### config.mk
export PLATFORM = sky130hd
export DESIGN_NAME = idxAddrGen
export DESIGN_NICKNAME = d
export VERILOG_FILES = /design/src/rtl/idxAddrPkg.sv /design/src/rtl/idxAddrCtrl.sv /design/src/rtl/idxAddrPath.sv /design/src/rtl/idxAddrGen.sv
export SDC_FILE = /design/constraint.sdc
export NUM_CORES = 1
export LEC_CHECK = 0
export ABC_AREA = 1
export BUFFER_PORTS_ARGS = -buffer_cell sky130_fd_sc_hd__buf_2
export CORE_UTILIZATION = 53
export DETAILED_ROUTE_END_ITERATION = 16
export PLACE_DENSITY = 0.89
export SLEW_MARGIN = 15
export SYNTH_ARGS = -nofsm -noshare
export SYNTH_HDL_FRONTEND = slang
export SYNTH_SLANG_ARGS = --single-unit
### constraint.sdc
create_clock -name clk -period 3.2 [get_ports clk]
set_input_delay 0 -clock clk [delete_from_list [all_inputs] [get_ports clk]]
set_output_delay 0 -clock clk [all_outputs]
set_load 0.1 [all_outputs]
### src/rtl/idxAddrPkg.sv
package idxAddrPkg;
  localparam int SCALE_W = 2;
  localparam int LOW_W   = 32;

  typedef struct packed {
    logic useZext;
    logic clearMask;
    logic trunc32;
    logic orBase;
  } addrStrobeT;
endpackage

### src/rtl/idxAddrCtrl.sv
module idxAddrCtrl
  import idxAddrPkg::*;
(
  input  logic       zext,
  input  logic       pmMaskEn,
  input  logic       pmBaseEn,
  input  logic       rv32Mode,
  output addrStrobeT strb
);
  // Masking wins over 32-bit truncation; base OR is independent and last.
  always_comb begin
    strb.useZext   = zext;
    strb.clearMask = pmMaskEn;
    strb.trunc32   = rv32Mode && !pmMaskEn;
    strb.orBase    = pmBaseEn;
  end
endmodule

### src/rtl/idxAddrPath.sv
module idxAddrPath
  import idxAddrPkg::*;
#(
  parameter int XLEN    = 64,
  parameter bit OUT_REG = 1'b1
) (
  input  logic               clk,
  input  logic               rstN,
  input  logic [XLEN-1:0]    base,
  input  logic [XLEN-1:0]    index,
  input  logic [SCALE_W-1:0] scale,
  input  logic [XLEN-1:0]    pmMask,
  input  logic [XLEN-1:0]    pmBase,
  input  addrStrobeT         strb,
  output logic [XLEN-1:0]    addr
);
  localparam int HI_W = XLEN - LOW_W;

  logic [XLEN-1:0] offSrc;
  logic [XLEN-1:0] offShifted;
  logic [XLEN-1:0] rawSum;
  logic [XLEN-1:0] canonAddr;
  logic [XLEN-1:0] finalAddr;

  always_comb begin
    offSrc     = strb.useZext ? {{HI_W{1'b0}}, index[LOW_W-1:0]} : index;
    offShifted = offSrc << scale;
    rawSum     = base + offShifted;
    if (strb.clearMask)
      canonAddr = rawSum & ~pmMask;
    else if (strb.trunc32)
      canonAddr = {{HI_W{1'b0}}, rawSum[LOW_W-1:0]};
    else
      canonAddr = rawSum;
    finalAddr = strb.orBase ? (canonAddr | pmBase) : canonAddr;
  end

  generate
    if (OUT_REG) begin : gRegOut
      logic [XLEN-1:0] addrQ;
      always_ff @(posedge clk) begin
        if (!rstN) addrQ <= '0;
        else       addrQ <= finalAddr;
      end
      assign addr = addrQ;
    end else begin : gCombOut
      assign addr = finalAddr;
    end
  endgenerate
endmodule

### src/rtl/idxAddrGen.sv
module idxAddrGen
  import idxAddrPkg::*;
#(
  parameter int XLEN    = 64,
  parameter bit OUT_REG = 1'b1
) (
  input  logic               clk,
  input  logic               rstN,
  input  logic [XLEN-1:0]    base,
  input  logic [XLEN-1:0]    index,
  input  logic [SCALE_W-1:0] scale,
  input  logic               zext,
  input  logic               pmMaskEn,
  input  logic [XLEN-1:0]    pmMask,
  input  logic               pmBaseEn,
  input  logic [XLEN-1:0]    pmBase,
  input  logic               rv32Mode,
  output logic [XLEN-1:0]    addr
);
  addrStrobeT strb;

  idxAddrCtrl ctrl_i (
    .zext     (zext),
    .pmMaskEn (pmMaskEn),
    .pmBaseEn (pmBaseEn),
    .rv32Mode (rv32Mode),
    .strb     (strb)
  );

  idxAddrPath #(.XLEN(XLEN), .OUT_REG(OUT_REG)) path_i (
    .clk    (clk),
    .rstN   (rstN),
    .base   (base),
    .index  (index),
    .scale  (scale),
    .pmMask (pmMask),
    .pmBase (pmBase),
    .strb   (strb),
    .addr   (addr)
  );
endmodule

==> metrics.md, run 1 <==
| Metric | Value |
|---|---|
| Met3 wirelength from detailed routing | `5.51 mm` |
| Dominant synthesized flop cell | `sky130_fd_sc_hd__dfxtp_1` |
| Total global routing track utilization | `46.8%` |
| Number of CTS-inserted buffers | `9` |
| Yosys cell types | `35` |
| Number of DRC violations after detailed-routing iteration 0 | `1362` |
| Average vias per placed instance | `5.56` |
| Worst slack at placement | `108 ps` |
| CTS Root Buffer Type | `sky130_fd_sc_hd__clkbuf_16` |
| Least setup slack across all paths after layout | `33.6 ps` |
| Power density over the cells | `403 nW/um^2` |
| Cell-internal power | `2.55 mW` |
| Overall routed net length | `45.3 mm` |
| Final critical-path share of the clock period | `98.9%` |
| Peak supply drop | `0.000369 V` |
| Core utilization of the finished layout | `73.4%` |
| Clk pin slew, worst setup/hold paths | `60 ps` |
| Row count | `49` |
| Final Net Count | `2601` |
| Fill cell count | `1530` |
| Total die area | `18900 um^2` |
| F_max | `316 MHz` |
| Die extent in x | `137 um` |
| Library cell with the largest summed area after synthesis | `sky130_fd_sc_hd__nand2_1` |
| Worst-margin pin slew | `1070 ps` |
| Pins over their slew limit | `0` |
| Combinational share of power | `59.8%` |
| Count of max-cap constraint violations | `0` |
| FF+latch count, synth | `64` |
| Net count of the mapped netlist | `2183` |
| Routability-driven placement congestion ratio | `1.07` |
| Area growth from synthesis to final layout | `35.7%` |
| Switching share of power | `51.9%` |
| Post-Place Cell Area | `11600 um^2` |
| Post-synth EDFFs | `0` |
| DRC violation count after routing | `0` |
| Placed cell count | `2386` |
| Leak | `7.99 nW` |
| Met1 routed wirelength after detailed routing | `16.9 mm` |
| Flip-flop count of the largest register after layout | `64` |
| Boundary pin count | `328` |
| Number of setup violations in the final report | `0` |
| Area inside the core boundary | `18000 um^2` |
| Count leader, synth | `sky130_fd_sc_hd__nand2_1` |
| Relative slew slack | `28.5%` |
| Average wire per standard cell | `18.1 um` |
| Total global routing overflow | `0` |
| Unrepaired setup endpoints after global routing | `yes` |
| Via count of the first global-routing pass | `12.7k` |
| Type of the tightest min-delay check | `input pin to flip-flop` |
| Ranking of synthesized cells by area | `sky130_fd_sc_hd__nand2_1, sky130_fd_sc_hd__dfxtp_1, sky130_fd_sc_hd__inv_1, sky130_fd_sc_hd__ha_1, sky130_fd_sc_hd__mux2i_1` |
| Pin count of the biggest net entering global routing | `65` |
| Cell area after synthesis | `9710 um^2` |
| Routed length on met2 | `20.0 mm` |
| Most used standard cells in the synthesized netlist | `sky130_fd_sc_hd__nand2_1, sky130_fd_sc_hd__inv_1, sky130_fd_sc_hd__a21oi_1` |
| Post-synthesis area per instance | `5.24 um^2` |
| Multi-input gate area in the final layout | `7140 um^2` |
| Number of endpoints with negative hold slack in the final report | `0` |
| Total net switching power | `2.76 mW` |
| Proportion of register bits with asynchronous set or reset after synthesis | `0%` |
| Minimum clock period | `3170 ps` |
| Portion of total power attributed to the clock network | `22.8%` |
| Final cell area excluding filler cells | `13200 um^2` |
| Clock tree from TritonCTS | `done` |
| Via Count | `14.0k` |
| Number of antenna violations at the first check in global routing | `3` |
| Sequential fraction of the synthesis area | `13.2%` |
| Share of the synthesized area in the top cell type | `29.4%` |
| Maximum fanout along the worst path | `17` |
| Maximum root-to-sink buffer count | `2` |
| Data arrival time of the worst path | `3400 ps` |
| Sequential cell area | `1280 um^2` |
| Warning count from the yosys run | `0` |
| Highest signal layer in the routed design | `met4` |
| Non-filler instance count after layout | `2509` |
| Critical path type | `input pin to flip-flop` |
| Outcome | `finished, final reports clean` |
| Sequential fraction of design power | `17.4%` |
| Startpoint class of the critical path | `input pin` |
| Number of clock sinks | `64` |
| Starting density of the core | `54.1%` |
| Overall power | `5.31 mW` |
| Die height | `137 um` |
| Type of destination of the critical path | `flip-flop` |
| DP HPWL | `34.0 mm` |
| Detailed Routing Iterations Pass 1 | `9` |
| Number of levels in the clock H-tree | `3` |
| Cells after Synth | `1854` |
| Endpoint required time on the critical path | `3440 ps` |
| Layout cell share with drive strength beyond 1 | `19.5%` |
| First-pass GRT wire length | `66.2 mm` |
| Antenna-violating nets left | `0` |
| Count of port buffers added during placement | `327` |
[area by class of cell]
type	count	area share [%]
multi-input combinational	1415	54.2
clock buffer	11	1.92
tap	229	2.17
clock inverter	5	0.655
inverter	329	9.38
sequential	64	9.72
antenna	3	0.0570
timing repair buffer	453	21.9
[final timing paths]
check	from	depth (start not counted)	endpoint
worst max-delay path	scale[0]	17	path_i.addr[47]
worst min-delay path	pmMask[26]	4	path_i.addr[26]
[placed cells by master (no fill, tap or decap), types with 8 or more instances in the layout]
cell type,synthesis,final
sky130_fd_sc_hd__nand2_1,760,759
sky130_fd_sc_hd__buf_2,4,326
sky130_fd_sc_hd__inv_1,324,324
sky130_fd_sc_hd__a21oi_1,110,109
sky130_fd_sc_hd__nand3_1,109,106
sky130_fd_sc_hd__dlygate4sd3_1,0,102
sky130_fd_sc_hd__nor2_1,108,97
sky130_fd_sc_hd__o21ai_0,93,89
sky130_fd_sc_hd__dfxtp_1,64,64
sky130_fd_sc_hd__ha_1,64,58
sky130_fd_sc_hd__mux2i_1,59,53
sky130_fd_sc_hd__nand2_2,21,22
sky130_fd_sc_hd__nor2_2,10,20
sky130_fd_sc_hd__buf_4,0,19
sky130_fd_sc_hd__xor2_1,15,15
sky130_fd_sc_hd__nand4_1,13,13
sky130_fd_sc_hd__nor3_1,10,10
sky130_fd_sc_hd__clkbuf_16,0,10
sky130_fd_sc_hd__o21ai_1,4,8
sky130_fd_sc_hd__a22oi_1,8,8
[what timing repair did]
item	CTS	global route
setup buffers	0	1
hold endpoints to repair	62	0
resized for setup	0	40
hold buffers	102	0
setup endpoints to repair	0	20
[cells by family after synthesis]
kind of cell,synth area share (%)
simple gates,44.7
flops,13.2
xor+xnor,1.35
fa+ha+maj,8.45
buf+inv,14.5
mux,6.08
compound gates,11.7
[power by group through the flow]
stage | clock [mW] | sequential [mW] | combinational (mW)
2_1_floorplan | 0 | 1.62 | 1.35
3_3_place_gp | 0 | 0.932 | 2.82
3_5_place_dp | 0 | 0.934 | 2.85
4_1_cts | 1.19 | 0.917 | 3.00
5_1_grt | 1.24 | 0.930 | 3.38
6_report | 1.21 | 0.922 | 3.17
[metal layers]
layer	up-vias	GRT usage, %
met2	987	75.6
met5	-	0.278
met3	215	14.2
li1	6587	-
met1	6171	53.9
met4	0	28.8
[stage by stage]
stage / TNS [ps] / hold slack (ps)
final: 0 / 7.77
after global routing: -68.7 / 20.3
after CTS: 0 / 1.82
after detailed placement: 0 / 257
after floorplan: 0 / 140
after global placement: 0 / 253
[worst max-delay path, stage by stage]
cell and delay [ps]:
sky130_fd_sc_hd__clkbuf_4 200, sky130_fd_sc_hd__clkbuf_16 250, sky130_fd_sc_hd__mux2i_1 330, sky130_fd_sc_hd__mux2i_1 160
sky130_fd_sc_hd__ha_1 380, sky130_fd_sc_hd__nand2_1 160, sky130_fd_sc_hd__nor2_1 260, sky130_fd_sc_hd__nand2_1 160
sky130_fd_sc_hd__nor3_1 260, sky130_fd_sc_hd__nand2_2 90, sky130_fd_sc_hd__nand2_2 190, sky130_fd_sc_hd__nand2_1 120
sky130_fd_sc_hd__nand2_1 70, sky130_fd_sc_hd__nand2_1 50, sky130_fd_sc_hd__nand3_1 60, sky130_fd_sc_hd__a21oi_1 60
sky130_fd_sc_hd__dlygate4sd3_1 600
Power figures use the tool's default switching activity.
==> inputs of run 2 (changes only) <==
--- a/config.mk
+++ b/config.mk
@@ -7,6 +7,7 @@
 export LEC_CHECK = 0
 export ABC_AREA = 1
 export BUFFER_PORTS_ARGS = -buffer_cell sky130_fd_sc_hd__buf_2
+export CORE_ASPECT_RATIO = 1.25
 export CORE_UTILIZATION = 53
 export DETAILED_ROUTE_END_ITERATION = 16
 export PLACE_DENSITY = 0.89
==> metrics.md, run 2 (same netlist as run 1, synthesis figures left out) <==
| Metric | Value |
|---|---|
| Type of destination of the critical path | `flip-flop` |
| Number of antenna violations at the first check in global routing | `0` |
| Starting density of the core | `53.9%` |
| Number of CTS-inserted buffers | `9` |
| Row count | `55` |
| Boundary pin count | `328` |
| CTS Root Buffer Type | `sky130_fd_sc_hd__clkbuf_16` |
| Via count of the first global-routing pass | `12.9k` |
| Die height | `153 um` |
| Detailed Routing Iterations Pass 1 | `8` |
| Critical Path End | `path_i.addr[58]` |
| Number of clock sinks | `64` |
| Peak supply drop | `0.000351 V` |
| Endpoint required time on the critical path | `3490 ps` |
| Number of endpoints with negative hold slack in the final report | `2` |
| Most common cell after layout, fill and taps aside | `sky130_fd_sc_hd__nand2_1` |
| Final critical-path share of the clock period | `99.4%` |
| CP delay by family, top | `simple AND/OR/NAND/NOR gates` |
| Routability-driven placement congestion ratio | `1.03` |
| Data arrival time of the worst path | `3470 ps` |
| Critical path type | `input pin to flip-flop` |
| Count of max-cap constraint violations | `0` |
| Total global routing track utilization | `45.1%` |
| Core utilization of the finished layout | `71.5%` |
| Total global routing overflow | `0` |
| Number of setup violations in the final report | `0` |
| Antenna-violating nets left | `0` |
| Worst-margin pin slew | `914 ps` |
| Pins over their slew limit | `0` |
| Layout cell share with drive strength beyond 1 | `18.4%` |
| Relative slew slack | `39.1%` |
| Cell type with the highest occurrence count on the critical path | `sky130_fd_sc_hd__nand3_1` |
| Peak per-stage delay on the critical path | `590 ps` |
| Critical path depth in cells | `16` |
| Average wire per standard cell | `17.3 um` |
| Post-Place Cell Area | `11600 um^2` |
| Multi-input gate area in the final layout | `7070 um^2` |
| Number of levels in the clock H-tree | `3` |
| Startpoint class of the critical path | `input pin` |
| Worst-path cell chain | `buf_2 > buf_12 > mux2i_2 > mux2i_1 > ha_1 > nand2_2 > nor2_2 > nand3_1 > nand3_2 > nand3_1 > nand2_1 > nand2_1 > nand3_1 > nand3_1 > a21oi_1 > dlygate4sd3_1` |
| Antenna diode count | `0` |
| Sequential cell area | `1280 um^2` |
| Die extent in x | `123 um` |
| Area growth from synthesis to final layout | `32.8%` |
| Most frequent cells in the layout | `sky130_fd_sc_hd__nand2_1, sky130_fd_sc_hd__buf_2, sky130_fd_sc_hd__inv_1, sky130_fd_sc_hd__a21oi_1` |
| Final cell area excluding filler cells | `12900 um^2` |
| Buf+Inv Stages, Crit Path | `3` |
| Number of buffers inserted to repair setup after CTS | `0` |
| Maximum fanout along the worst path | `25` |
| Slowest CP cell | `sky130_fd_sc_hd__dlygate4sd3_1` |
| Count of port buffers added during placement | `327` |
| Final Net Count | `2585` |
| Maximum root-to-sink buffer count | `2` |
| Type of the tightest min-delay check | `input pin to flip-flop` |
| Final hold slack | `-9.89 ps` |
| Pin count of the biggest net entering global routing | `49` |
| Average vias per placed instance | `5.43` |
| Total die area | `18900 um^2` |
| Clock tree from TritonCTS | `done` |
| Clk pin slew, worst setup/hold paths | `70 ps` |
| Via Count | `13.5k` |
| Outcome | `finished with violations` |
| F_max | `315 MHz` |
| CP Launch Point | `scale[0]` |
| Unrepaired setup endpoints after global routing | `yes` |
| Overall routed net length | `43.0 mm` |
| Minimum clock period | `3180 ps` |
| Flip-flop count of the largest register after layout | `64` |
| Fill cell count | `1581` |
| Leak | `7.89 nW` |
| Violated checks | `hold timing` |
| Number of DRC violations after detailed-routing iteration 0 | `1230` |
| First-pass GRT wire length | `64.7 mm` |
| Power density over the cells | `393 nW/um^2` |
| Area inside the core boundary | `18000 um^2` |
| DRC violation count after routing | `0` |
| DP HPWL | `32.6 mm` |
-- run 2: cell types whose count changed in the layout (fill, tap and decap cells not counted), moves of 3 or more --
cell | before | now
sky130_fd_sc_hd__mux2i_1 | 53 | 56
sky130_fd_sc_hd__dlygate4sd3_1 | 102 | 97
sky130_fd_sc_hd__diode_2 | 3 | 0
sky130_fd_sc_hd__ha_1 | 58 | 62
sky130_fd_sc_hd__o21ai_0 | 89 | 92
sky130_fd_sc_hd__o21ai_1 | 8 | 5
sky130_fd_sc_hd__ha_2 | 5 | 2
sky130_fd_sc_hd__nor2_2 | 20 | 11
sky130_fd_sc_hd__buf_4 | 19 | 11
sky130_fd_sc_hd__nor2_1 | 97 | 107
-- run 2: timing repair --
action	4_1_cts	5_1_grt
hold buffers	97	0
setup endpoints to repair	0	7
resized for setup	0	15
hold endpoints to repair	64	0
-- run 2: how the worst min path moves through the flow --
stage / from / endpoint / slack (ps) / depth (start not counted)
2_1_floorplan: pmBase[62] / path_i.addr[62] / 140 / 2
3_3_place_gp: pmBase[62] / path_i.addr[62] / 250 / 3
6_report: pmMask[19] / path_i.addr[19] / -10 / 4
3_5_place_dp: pmBase[62] / path_i.addr[62] / 260 / 3
5_1_grt: pmMask[23] / path_i.addr[23] / 4 / 4
4_1_cts: pmMask[23] / path_i.addr[23] / 1 / 4
-- run 2: per-layer routing --
layer  track usage (%)  part of all wire, %  vias up
met3              9.44                  8.2      277
met2              78.2                   47      807
met5                 0                    0        -
met1              45.2                   34     5870
met4              38.5                  9.8        0
li1                  -                    -     6561
-- run 2: cell type report --
cell class	count	area share [%]
multi-input combinational	1415	54.8
timing repair buffer	437	21.2
sequential	64	9.93
inverter	329	9.59
tap	228	2.21
clock buffer	9	1.75
clock inverter	7	0.563
-- run 2: where the power goes --
part / switching (mW) / internal (mW) / leakage, nW
logic: 2.20 / 0.892 / 7.22
clock network: 0.456 / 0.605 / 0.141
registers: 0.0323 / 0.892 / 0.533
total: 2.68 / 2.39 / 7.89
-- run 2: through the flow --
| step | TNS [ps] | hold WS, ps | total power [mW] | std cells | worst slack (ps) |
|---|---|---|---|---|---|
| floorplan | 0 | 140 | 2.97 | 1854 | 900 |
| global placement | 0 | 249 | 3.74 | 2376 | 317 |
| detailed placement | 0 | 257 | 3.76 | 2376 | 384 |
| CTS | 0 | 1.05 | 4.93 | 2489 | 192 |
| global route | -33.2 | 3.64 | 5.32 | 2489 | -33.2 |
| finish | 0 | -9.89 | 5.07 | 2489 | 20.6 |
